**src/rtl/gpio_irq_pkg.sv**
```systemverilog
package gpio_irq_pkg;

    localparam int PIN_CNT = 32;
    localparam int ADDR_W  = 3;

    typedef enum logic [2:0] {
        SEL_DIR     = 3'd0,
        SEL_TRIG_LO = 3'd1,
        SEL_TRIG_HI = 3'd2,
        SEL_MASK    = 3'd3,
        SEL_STATUS  = 3'd4,
        SEL_ANYEDGE = 3'd5
    } reg_sel_e;

    typedef enum logic [1:0] {
        TRIG_LOW  = 2'b00,
        TRIG_HIGH = 2'b01,
        TRIG_RISE = 2'b10,
        TRIG_FALL = 2'b11
    } trig_mode_e;

endpackage

```
**src/rtl/gpio_irq_cfg.sv**
```systemverilog
module gpio_irq_cfg
    import gpio_irq_pkg::*;
#(
    parameter int NPINS       = PIN_CNT,
    parameter bit HAS_ANYEDGE = 1'b1
) (
    input  logic                 clk,
    input  logic                 rst_n,
    input  logic                 wr_en_i,
    input  logic [ADDR_W-1:0]    wr_addr_i,
    input  logic [NPINS-1:0]     wr_data_i,
    input  logic [ADDR_W-1:0]    rd_addr_i,
    input  logic [NPINS-1:0]     status_i,
    output logic [NPINS-1:0]     dir_o,
    output logic [2*NPINS-1:0]   trig_o,
    output logic [NPINS-1:0]     mask_o,
    output logic [NPINS-1:0]     anyedge_o,
    output logic [NPINS-1:0]     clr_o,
    output logic [NPINS-1:0]     rd_data_o
);

    localparam int CFG_W = 2 * NPINS;

    typedef struct packed {
        logic [NPINS-1:0] dir;
        logic [CFG_W-1:0] trig;
        logic [NPINS-1:0] mask;
        logic [NPINS-1:0] anyedge;
    } cfg_t;

    cfg_t cfg_d, cfg_q;
    logic anyedge_wr_ok;

    generate
        if (HAS_ANYEDGE) begin : g_anyedge
            assign anyedge_wr_ok = 1'b1;
        end else begin : g_no_anyedge
            assign anyedge_wr_ok = 1'b0;
        end
    endgenerate

    // next-state: configuration writes and the clear mask
    always_comb begin
        cfg_d = cfg_q;
        clr_o = '0;
        if (wr_en_i) begin
            case (reg_sel_e'(wr_addr_i))
                SEL_DIR:     cfg_d.dir = wr_data_i;
                SEL_TRIG_LO: cfg_d.trig[NPINS-1:0] = wr_data_i;
                SEL_TRIG_HI: cfg_d.trig[CFG_W-1:NPINS] = wr_data_i;
                SEL_MASK:    cfg_d.mask = wr_data_i;
                SEL_STATUS:  clr_o = wr_data_i;
                SEL_ANYEDGE: begin
                    if (anyedge_wr_ok) begin
                        cfg_d.anyedge = wr_data_i;
                    end
                end
                default: ;
            endcase
        end
    end

    // read mux
    always_comb begin
        case (reg_sel_e'(rd_addr_i))
            SEL_DIR:     rd_data_o = cfg_q.dir;
            SEL_TRIG_LO: rd_data_o = cfg_q.trig[NPINS-1:0];
            SEL_TRIG_HI: rd_data_o = cfg_q.trig[CFG_W-1:NPINS];
            SEL_MASK:    rd_data_o = cfg_q.mask;
            SEL_STATUS:  rd_data_o = status_i;
            SEL_ANYEDGE: rd_data_o = cfg_q.anyedge;
            default:     rd_data_o = '0;
        endcase
    end

    always_ff @(posedge clk or negedge rst_n) begin
        if (!rst_n) begin
            cfg_q <= '0;
        end else begin
            cfg_q <= cfg_d;
        end
    end

    assign dir_o     = cfg_q.dir;
    assign trig_o    = cfg_q.trig;
    assign mask_o    = cfg_q.mask;
    assign anyedge_o = cfg_q.anyedge;

    AST_CLR_ONLY_ON_STATUS_WR: assert property (@(posedge clk) disable iff (!rst_n)
        (!wr_en_i || (wr_addr_i != SEL_STATUS)) |-> (clr_o == '0));

endmodule

```
**src/rtl/gpio_irq_lane.sv**
```systemverilog
module gpio_irq_lane
    import gpio_irq_pkg::*;
(
    input  logic       lvl_i,
    input  logic       prev_i,
    input  logic [1:0] mode_i,
    input  logic       any_i,
    input  logic       en_i,
    output logic       hit_o
);

    logic changed;
    logic raw;

    always_comb begin
        changed = lvl_i ^ prev_i;
        case (trig_mode_e'(mode_i))
            TRIG_LOW:  raw = ~lvl_i;
            TRIG_HIGH: raw = lvl_i;
            TRIG_RISE,
            TRIG_FALL: raw = changed & (lvl_i != mode_i[0]);
            default:   raw = 1'b0;
        endcase
        if (any_i) begin
            raw = changed;
        end
        hit_o = en_i & raw;
    end

endmodule

```
**src/rtl/gpio_irq_status.sv**
```systemverilog
module gpio_irq_status
    import gpio_irq_pkg::*;
#(
    parameter int NPINS     = PIN_CNT,
    parameter bit SPLIT_IRQ = 1'b0
) (
    input  logic             clk,
    input  logic             rst_n,
    input  logic [NPINS-1:0] pin_lvl_i,
    input  logic [NPINS-1:0] hit_i,
    input  logic [NPINS-1:0] clr_i,
    input  logic [NPINS-1:0] mask_i,
    output logic [NPINS-1:0] status_o,
    output logic [NPINS-1:0] prev_o,
    output logic [1:0]       irq_o
);

    localparam int HALF = NPINS / 2;

    typedef struct packed {
        logic [NPINS-1:0] status;
        logic [NPINS-1:0] prev;
    } st_t;

    st_t st_d, st_q;
    logic [NPINS-1:0] pend;

    always_comb begin
        st_d        = st_q;
        // a new event outranks a clear of the same bit
        st_d.status = (st_q.status & ~clr_i) | hit_i;
        st_d.prev   = pin_lvl_i;
    end

    always_ff @(posedge clk or negedge rst_n) begin
        if (!rst_n) begin
            st_q <= '0;
        end else begin
            st_q <= st_d;
        end
    end

    assign pend     = st_q.status & mask_i;
    assign status_o = st_q.status;
    assign prev_o   = st_q.prev;

    generate
        if (SPLIT_IRQ) begin : g_split
            assign irq_o[0] = |pend[HALF-1:0];
            assign irq_o[1] = |pend[NPINS-1:HALF];
        end else begin : g_single
            assign irq_o = {1'b0, |pend};
        end
    endgenerate

    AST_CLEAR_WORKS: assert property (@(posedge clk) disable iff (!rst_n)
        ((clr_i != '0) && ((clr_i & hit_i) == '0)) |=> ((st_q.status & $past(clr_i)) == '0));
    AST_SET_WINS: assert property (@(posedge clk) disable iff (!rst_n)
        ((clr_i & hit_i) != '0) |=> ((st_q.status & $past(clr_i & hit_i)) == $past(clr_i & hit_i)));
    AST_RISE_NEEDS_HIT: assert property (@(posedge clk) disable iff (!rst_n)
        ((st_q.status & ~$past(st_q.status) & ~$past(hit_i)) == '0));
    AST_PREV_FOLLOWS_PIN: assert property (@(posedge clk) disable iff (!rst_n)
        $past(rst_n) |-> (st_q.prev == $past(pin_lvl_i)));
    AST_IRQ_MASKED: assert property (@(posedge clk) disable iff (!rst_n)
        (mask_i == '0) |-> (irq_o == 2'b00));

endmodule

```
**src/rtl/gpio_irq_unit.sv**
```systemverilog
module gpio_irq_unit
    import gpio_irq_pkg::*;
#(
    parameter int NPINS       = PIN_CNT,
    parameter bit HAS_ANYEDGE = 1'b1,
    parameter bit SPLIT_IRQ   = 1'b0
) (
    input  logic              clk,
    input  logic              rst_n,
    input  logic [NPINS-1:0]  pin_lvl_i,
    input  logic              wr_en_i,
    input  logic [ADDR_W-1:0] wr_addr_i,
    input  logic [NPINS-1:0]  wr_data_i,
    input  logic [ADDR_W-1:0] rd_addr_i,
    output logic [NPINS-1:0]  rd_data_o,
    output logic [1:0]        irq_o
);

    localparam int CFG_W = 2 * NPINS;

    logic [NPINS-1:0] dir, mask, anyedge, clr, status, prev, hit;
    logic [CFG_W-1:0] trig;

    gpio_irq_cfg #(
        .NPINS       (NPINS),
        .HAS_ANYEDGE (HAS_ANYEDGE)
    ) u_cfg (
        .clk       (clk),
        .rst_n     (rst_n),
        .wr_en_i   (wr_en_i),
        .wr_addr_i (wr_addr_i),
        .wr_data_i (wr_data_i),
        .rd_addr_i (rd_addr_i),
        .status_i  (status),
        .dir_o     (dir),
        .trig_o    (trig),
        .mask_o    (mask),
        .anyedge_o (anyedge),
        .clr_o     (clr),
        .rd_data_o (rd_data_o)
    );

    generate
        for (genvar i = 0; i < NPINS; i++) begin : g_lane
            gpio_irq_lane u_lane (
                .lvl_i  (pin_lvl_i[i]),
                .prev_i (prev[i]),
                .mode_i (trig[2*i+1:2*i]),
                .any_i  (anyedge[i]),
                .en_i   (dir[i]),
                .hit_o  (hit[i])
            );
        end
    endgenerate

    gpio_irq_status #(
        .NPINS     (NPINS),
        .SPLIT_IRQ (SPLIT_IRQ)
    ) u_status (
        .clk       (clk),
        .rst_n     (rst_n),
        .pin_lvl_i (pin_lvl_i),
        .hit_i     (hit),
        .clr_i     (clr),
        .mask_i    (mask),
        .status_o  (status),
        .prev_o    (prev),
        .irq_o     (irq_o)
    );

    AST_HIT_NEEDS_DIR: assert property (@(posedge clk) disable iff (!rst_n)
        ((hit & ~dir) == '0));
    AST_NO_OVERRIDE_WHEN_ABSENT: assert property (@(posedge clk) disable iff (!rst_n)
        (!HAS_ANYEDGE && (rd_addr_i == SEL_ANYEDGE)) |-> (rd_data_o == '0));

endmodule

```
**config.mk**
```make
export PLATFORM = sky130hd
export DESIGN_NAME = gpio_irq_unit
export DESIGN_NICKNAME = d
export VERILOG_FILES = /design/src/rtl/gpio_irq_pkg.sv /design/src/rtl/gpio_irq_cfg.sv /design/src/rtl/gpio_irq_lane.sv /design/src/rtl/gpio_irq_status.sv /design/src/rtl/gpio_irq_unit.sv
export SDC_FILE = /design/constraint.sdc
export NUM_CORES = 1
export LEC_CHECK = 0
export BUFFER_PORTS_ARGS = -buffer_cell sky130_fd_sc_hd__buf_2
export CAP_MARGIN = 20
export CELL_PAD_IN_SITES_DETAIL_PLACEMENT = 0
export CELL_PAD_IN_SITES_GLOBAL_PLACEMENT = 1
export CORE_UTILIZATION = 45
export DETAILED_ROUTE_END_ITERATION = 12
export GPL_ROUTABILITY_DRIVEN = 0
export PLACE_DENSITY = 0.75
export SYNTH_ARGS = -nofsm -noshare
export SYNTH_HDL_FRONTEND = slang
export SYNTH_HIERARCHICAL = 1
export SYNTH_SLANG_ARGS = --single-unit
export TNS_END_PERCENT = 5
```
**constraint.sdc**
```tcl
create_clock -name clk -period 1.7 [get_ports clk]
set_input_delay 0.34 -clock clk [delete_from_list [all_inputs] [get_ports clk]]
set_output_delay 0.34 -clock clk [all_outputs]
set_load 0.05 [all_outputs]
```
### Word level (Yosys, flattened, before mapping)

Index checks and enable logic that the tools add are counted.

| storage, ports and cells | value |
|---|---|
| output and inout port bits | 34 |
| bits in registers | 224 |

| cells by class | value |
|---|---|
| reduce and logical (&&, ||, !) cells | 72 |
| bitwise operators | 132 |
| eq/ne operators | 138 |
| multiplexer cells | 67 |

Operator list:

| kind | number |
|---|---|
| 32-bit case mux with 6 select lines | 1 |
| 2-bit == test, second input constant | 64 |
| 1-bit case mux with 3 select lines | 32 |
| 1-bit bitwise AND | 64 |
| 32-bit bitwise AND | 2 |
| 2-bit by 1-bit == test with 1-bit output, second input constant | 32 |
| 2-bit logical NOT | 32 |
| 32-bit 2-to-1 mux | 2 |
| 2-bit OR reduction | 32 |
| 1-bit 2-to-1 mux | 32 |
| 1-bit inequality test | 32 |
| 1-bit inverter | 32 |
| 32-bit inverter | 1 |
| 32-bit OR | 1 |
| 32-bit OR reduction | 1 |
| 1-bit bitwise XOR | 32 |
| 3-bit by 2-bit == test with 1-bit output, second input constant | 4 |
| 3-bit == test, second input constant | 4 |
| 2-bit AND reduction | 5 |
| 3-bit by 1-bit == test with 1-bit output, second input constant | 2 |
| 3-bit logical NOT | 2 |

### Depth between registers and ports, before layout

| depth | value |
|---|---|
| depth after elaboration | 6 |
| depth in mapped cells | 6 |

### Modules after synthesis

The synthesis kept the hierarchy.

Modules (own cells, without submodules):

| module | sequential area each (µm²) | instances | area an instance (µm²) | cells each |
|---|---|---|---|---|
| gpio_irq_cfg | 4003.8 | 1 | 7724.9 | 576 |
| gpio_irq_status | 1601.5 | 1 | 2137.0 | 151 |
| gpio_irq_lane | 0.0 | 32 | 53.8 | 9 |

### Least setup slack after synthesis

No wires, ideal clock.

| timing path | value |
|---|---|
| kind | input port to output port |
| start | input rd_addr_i[0] |
| end | output rd_data_o[0] |
| stages on the path | 5 |
| path slack | -0.511 ns |
| arrival time | 1.871 ns |
| data required time | 1.360 ns |
| cell sequence | buf_2 buf_2 buf_2 mux2i_1 o221ai_1 |

| on the way | value |
|---|---|
| cells in the longest elaborated chain, start to end | 2 |

RTL lines:

| element | RTL line | source |
|---|---|---|
| start, declared | gpio_irq_unit.sv:14 | `input logic [ADDR_W-1:0] rd_addr_i,` |
| 3-bit == test (tied with other cells) | gpio_irq_cfg.sv:65 | `case (reg_sel_e'(rd_addr_i))` |
| 32-bit case mux with 6 select lines * | gpio_irq_cfg.sv:65 |  |
| end, declared | gpio_irq_unit.sv:15 | `output logic [NPINS-1:0] rd_data_o,` |

Every way passes the cells marked *; elsewhere a longest branch is shown, timed or not.

### Final worst setup path

| timing path | value |
|---|---|
| start | register u_cfg.cfg_q (netlist bit u_cfg/mask_o[3]) |
| end | output irq_o[0] |

| on the way | value |
|---|---|
| cells in the longest elaborated chain, start to end | 2 |

RTL lines:

| element | RTL line | source |
|---|---|---|
| start, declared | gpio_irq_cfg.sv:31 | `cfg_t cfg_d, cfg_q;` |
| start signal, assigned | gpio_irq_cfg.sv:80 | `cfg_q <= cfg_d;` |
| 32-bit bitwise AND | gpio_irq_status.sv:43 | `assign pend = st_q.status & mask_i;` |
| 32-bit OR reduction | gpio_irq_status.sv:52 | `assign irq_o = {1'b0, \|pend};` |
| end, declared | gpio_irq_unit.sv:16 | `output logic [1:0] irq_o` |

Every way passes these cells.

==> flow_summary.ini <==
[synth]
synth_seq_cells = 224
synth_area_per_cell_sq_um = 11.4
synth_top_area_share_pct = 48.4
synth_area_leaders = dfrtp_1 (48%), mux2_2 (18%), mux2i_1 (4.8%)
yosysUniqueCellTypes = 38
synth_edf_count = 0
async_reset_ff_share_pct = 100
syn-num-nets = 1088
yosysTopAreaCell = dfrtp_1
synth_area_sq_mm = 0.0116
synth_cells = 1015
synthFlopType = dfrtp_1
ys_seq_area_share_pct = 48.4
synth_warnings = 6

[clocking]
htreeDepth = 1
cts_num_sinks = 224
clk_path_buf_depth = 3
cts_tree = done
clk_pin_slew_ns = 0.06
clock-root-buffer = clkbuf_16
numCtsBuffers = 26
clk_latency_ns = 0.54

[worst_setup_path]
critPathKind = reg -> out
r2r_slack_ns = 0.24
cp-end-kind = primary output
cp_top_family = simple AND/OR/NAND/NOR gates
crit_chain = a22oi_2 -> nand4_1 -> or4_4 -> buf_6
r2r_end = u_status/status_o[17]
crit_start = u_cfg/mask_o[3]
r2r-start = u_cfg/trig_o[34]
critPathRequiredTime_ns = 1.36
slowest_delay_ns = 0.60
start_kind = flop
cp_num_buf_inv = 1
worstPathArrival_ns = 2.08
cp_max_fo = 2
reg2reg_depth = 5
crit_cells = 4
cp_slowest_cell = or4_4

[timing]
fin_crit_sh_pct = 143
finalWorstSetupSlack_ns = -0.723
grt_setup_unrepaired = yes
slew_violations = 0
slew_headroom_pct = 57.7
finalHoldViolCount = 0
final.setup_skew_ns = 0.0133
min_period_ns = 2.42
timing.fmax_mhz = 413
setup_violations = 33
max_slew.worst_pin.slew_ns = 0.633

[final_layout]
area_growth_pct = 40.9
layout_common_cells = dfrtp_1 (206), mux2_2 (170), buf_4 (127), buf_2 (70), inv_1 (65)
nNetsFinal = 1365
drive_gt1_share_pct = 47.0
finish.utilization_pct = 64.8
fin_cells = 1641
post-route-cell-area_sq_mm = 0.0163
final_common_cell = dfrtp_1

[place]
placedCellCount = 1561
port_buffers = 105
placed_area_sq_mm = 0.0142
dp.final_hpwl_um = 23100

[routing]
drt-total-wl_um = 34100
via_count = 9210
postRouteAntennaNets = 0
wl_per_cell_um = 20.8
drcViolationCount = 0
drt_iter0_markers = 529
via_per_inst = 5.61
drtPass1Iterations = 5

[die]
core_area_sq_mm = 0.0252
die_width_um = 162
dieArea_sq_mm = 0.0264
fp-row-count = 58
die_h_um = 162
pin_count = 107
initial_core_util_pct = 46.0

[hold_path]
hold_end = u_cfg/anyedge_o[15]
worst_hold_path_type = in -> reg
whs_path_depth = 2
min_from = wr_data_i[15]

[run]
drv_cap = 0

[grt]
grt_pass1_vias = 9365
grt_usage_pct = 26.5
antenna_found_initial = 1
grt_max_degree = 48
gr-total-overflow = 0
grt_pass1_wl_um = 53500

[power_and_ir_drop]
irDropWorstVdd_uv = 942
powerDensity_mw_per_mm2 = 1200
leakagePower_nw = 7.08

[status]
violations = negative setup slack
status = complete, but fails checks
-- worst max-delay path by stage --
| stage | end |
|---|---|
| floorplan | rd_data_o[3] |
| global placement | irq_o[0] |
| detailed placement | rd_data_o[6] |
| CTS | irq_o[0] |
| global route | irq_o[0] |
| finish | irq_o[0] |
-- registers in the layout (all words and copies together) (netlist names) --
| signal | count |
|---|---|
| u_cfg/anyedge_o | 32 |
| u_cfg/dir_o | 32 |
| u_cfg/mask_o | 32 |
| u_cfg/trig_o | 64 |
| u_status/prev_o | 32 |
| u_status/status_o | 32 |
-- metal layers --
metal	vias up	part of all wire, %	global-route usage [%]
met5	-	0	0
met4	0	2.2	7.03
met3	50	4.1	3.16
met2	228	48	44.2
met1	4651	46	36.6
li1	4281	-	-
-- Yosys cell counts (2+ instances only) --
library cell and number:
a221o_1 3, a21oi_1 3, a221oi_1 4, dfrtp_1 224, and2_1 32, nor2_1 37
o21bai_1 32, mux2_2 188, inv_1 65, nand4_1 4, mux2i_1 55, nand3_1 5
nand2b_1 3, a22oi_1 14, buf_4 7, nand4b_1 2, o221ai_1 25, a21o_1 63
mux2_1 4, a31oi_1 3, nor3_1 32, o21ai_0 3, a211oi_1 32, and3b_1 2
nor2b_1 33, a22oi_2 2, clkbuf_1 13, nor3_2 2, a311oi_1 32, buf_2 21
nand2_1 63
-- stage by stage --
step / hold slack, ns / TNS [ns] / setup WS (ns) / power [mW]
2_1_floorplan: 0.0444 / -0.569 / -0.0458 / 10.7
3_3_place_gp: 0.255 / -10.83 / -0.346 / 12.7
3_5_place_dp: 0.255 / -11.06 / -0.349 / 12.8
4_1_cts: 0.101 / -9.85 / -0.741 / 19.5
5_1_grt: 0.108 / -11.11 / -0.768 / 20.5
6_report: 0.113 / -9.56 / -0.723 / 19.6
-- what timing repair did --
item                                    4_1_cts  5_1_grt
buffers inserted                              0        0
gates resized for setup                     175       48
pin swaps                                     7        5
endpoints found under the setup margin       33       33
hold buffers                                 33        0
hold endpoints to repair                     61        0
-- cell type report --
| type | instances | area [sq um] |
|---|---|---|
| Inverter | 65 | 244 |
| Fill cell | 1948 | 8850 |
| Clock buffer | 36 | 759 |
| Antenna cell | 1 | 2.50 |
| Sequential cell | 224 | 5630 |
| Timing Repair Buffer | 291 | 2460 |
| Multi-Input combinational cell | 684 | 6660 |
| Tap cell | 330 | 413 |
| Clock inverter | 10 | 154 |
-- logic make-up after synthesis --
family,Yosys count,synth area share [%]
AND/OR/NAND/NOR,218,9.44
flip-flops,224,48.4
multiplexers,247,23.4
buffers and inverters,107,3.92
other,1,0.0324
AO/OA/AOI/OAI,218,14.8
-- report_power, final --
part / internal (mW) / switching, mW
sequential: 6.37 / 1.21
clock: 3.71 / 2.24
combinational: 3.25 / 2.86
(Power assumes the default switching activity.)
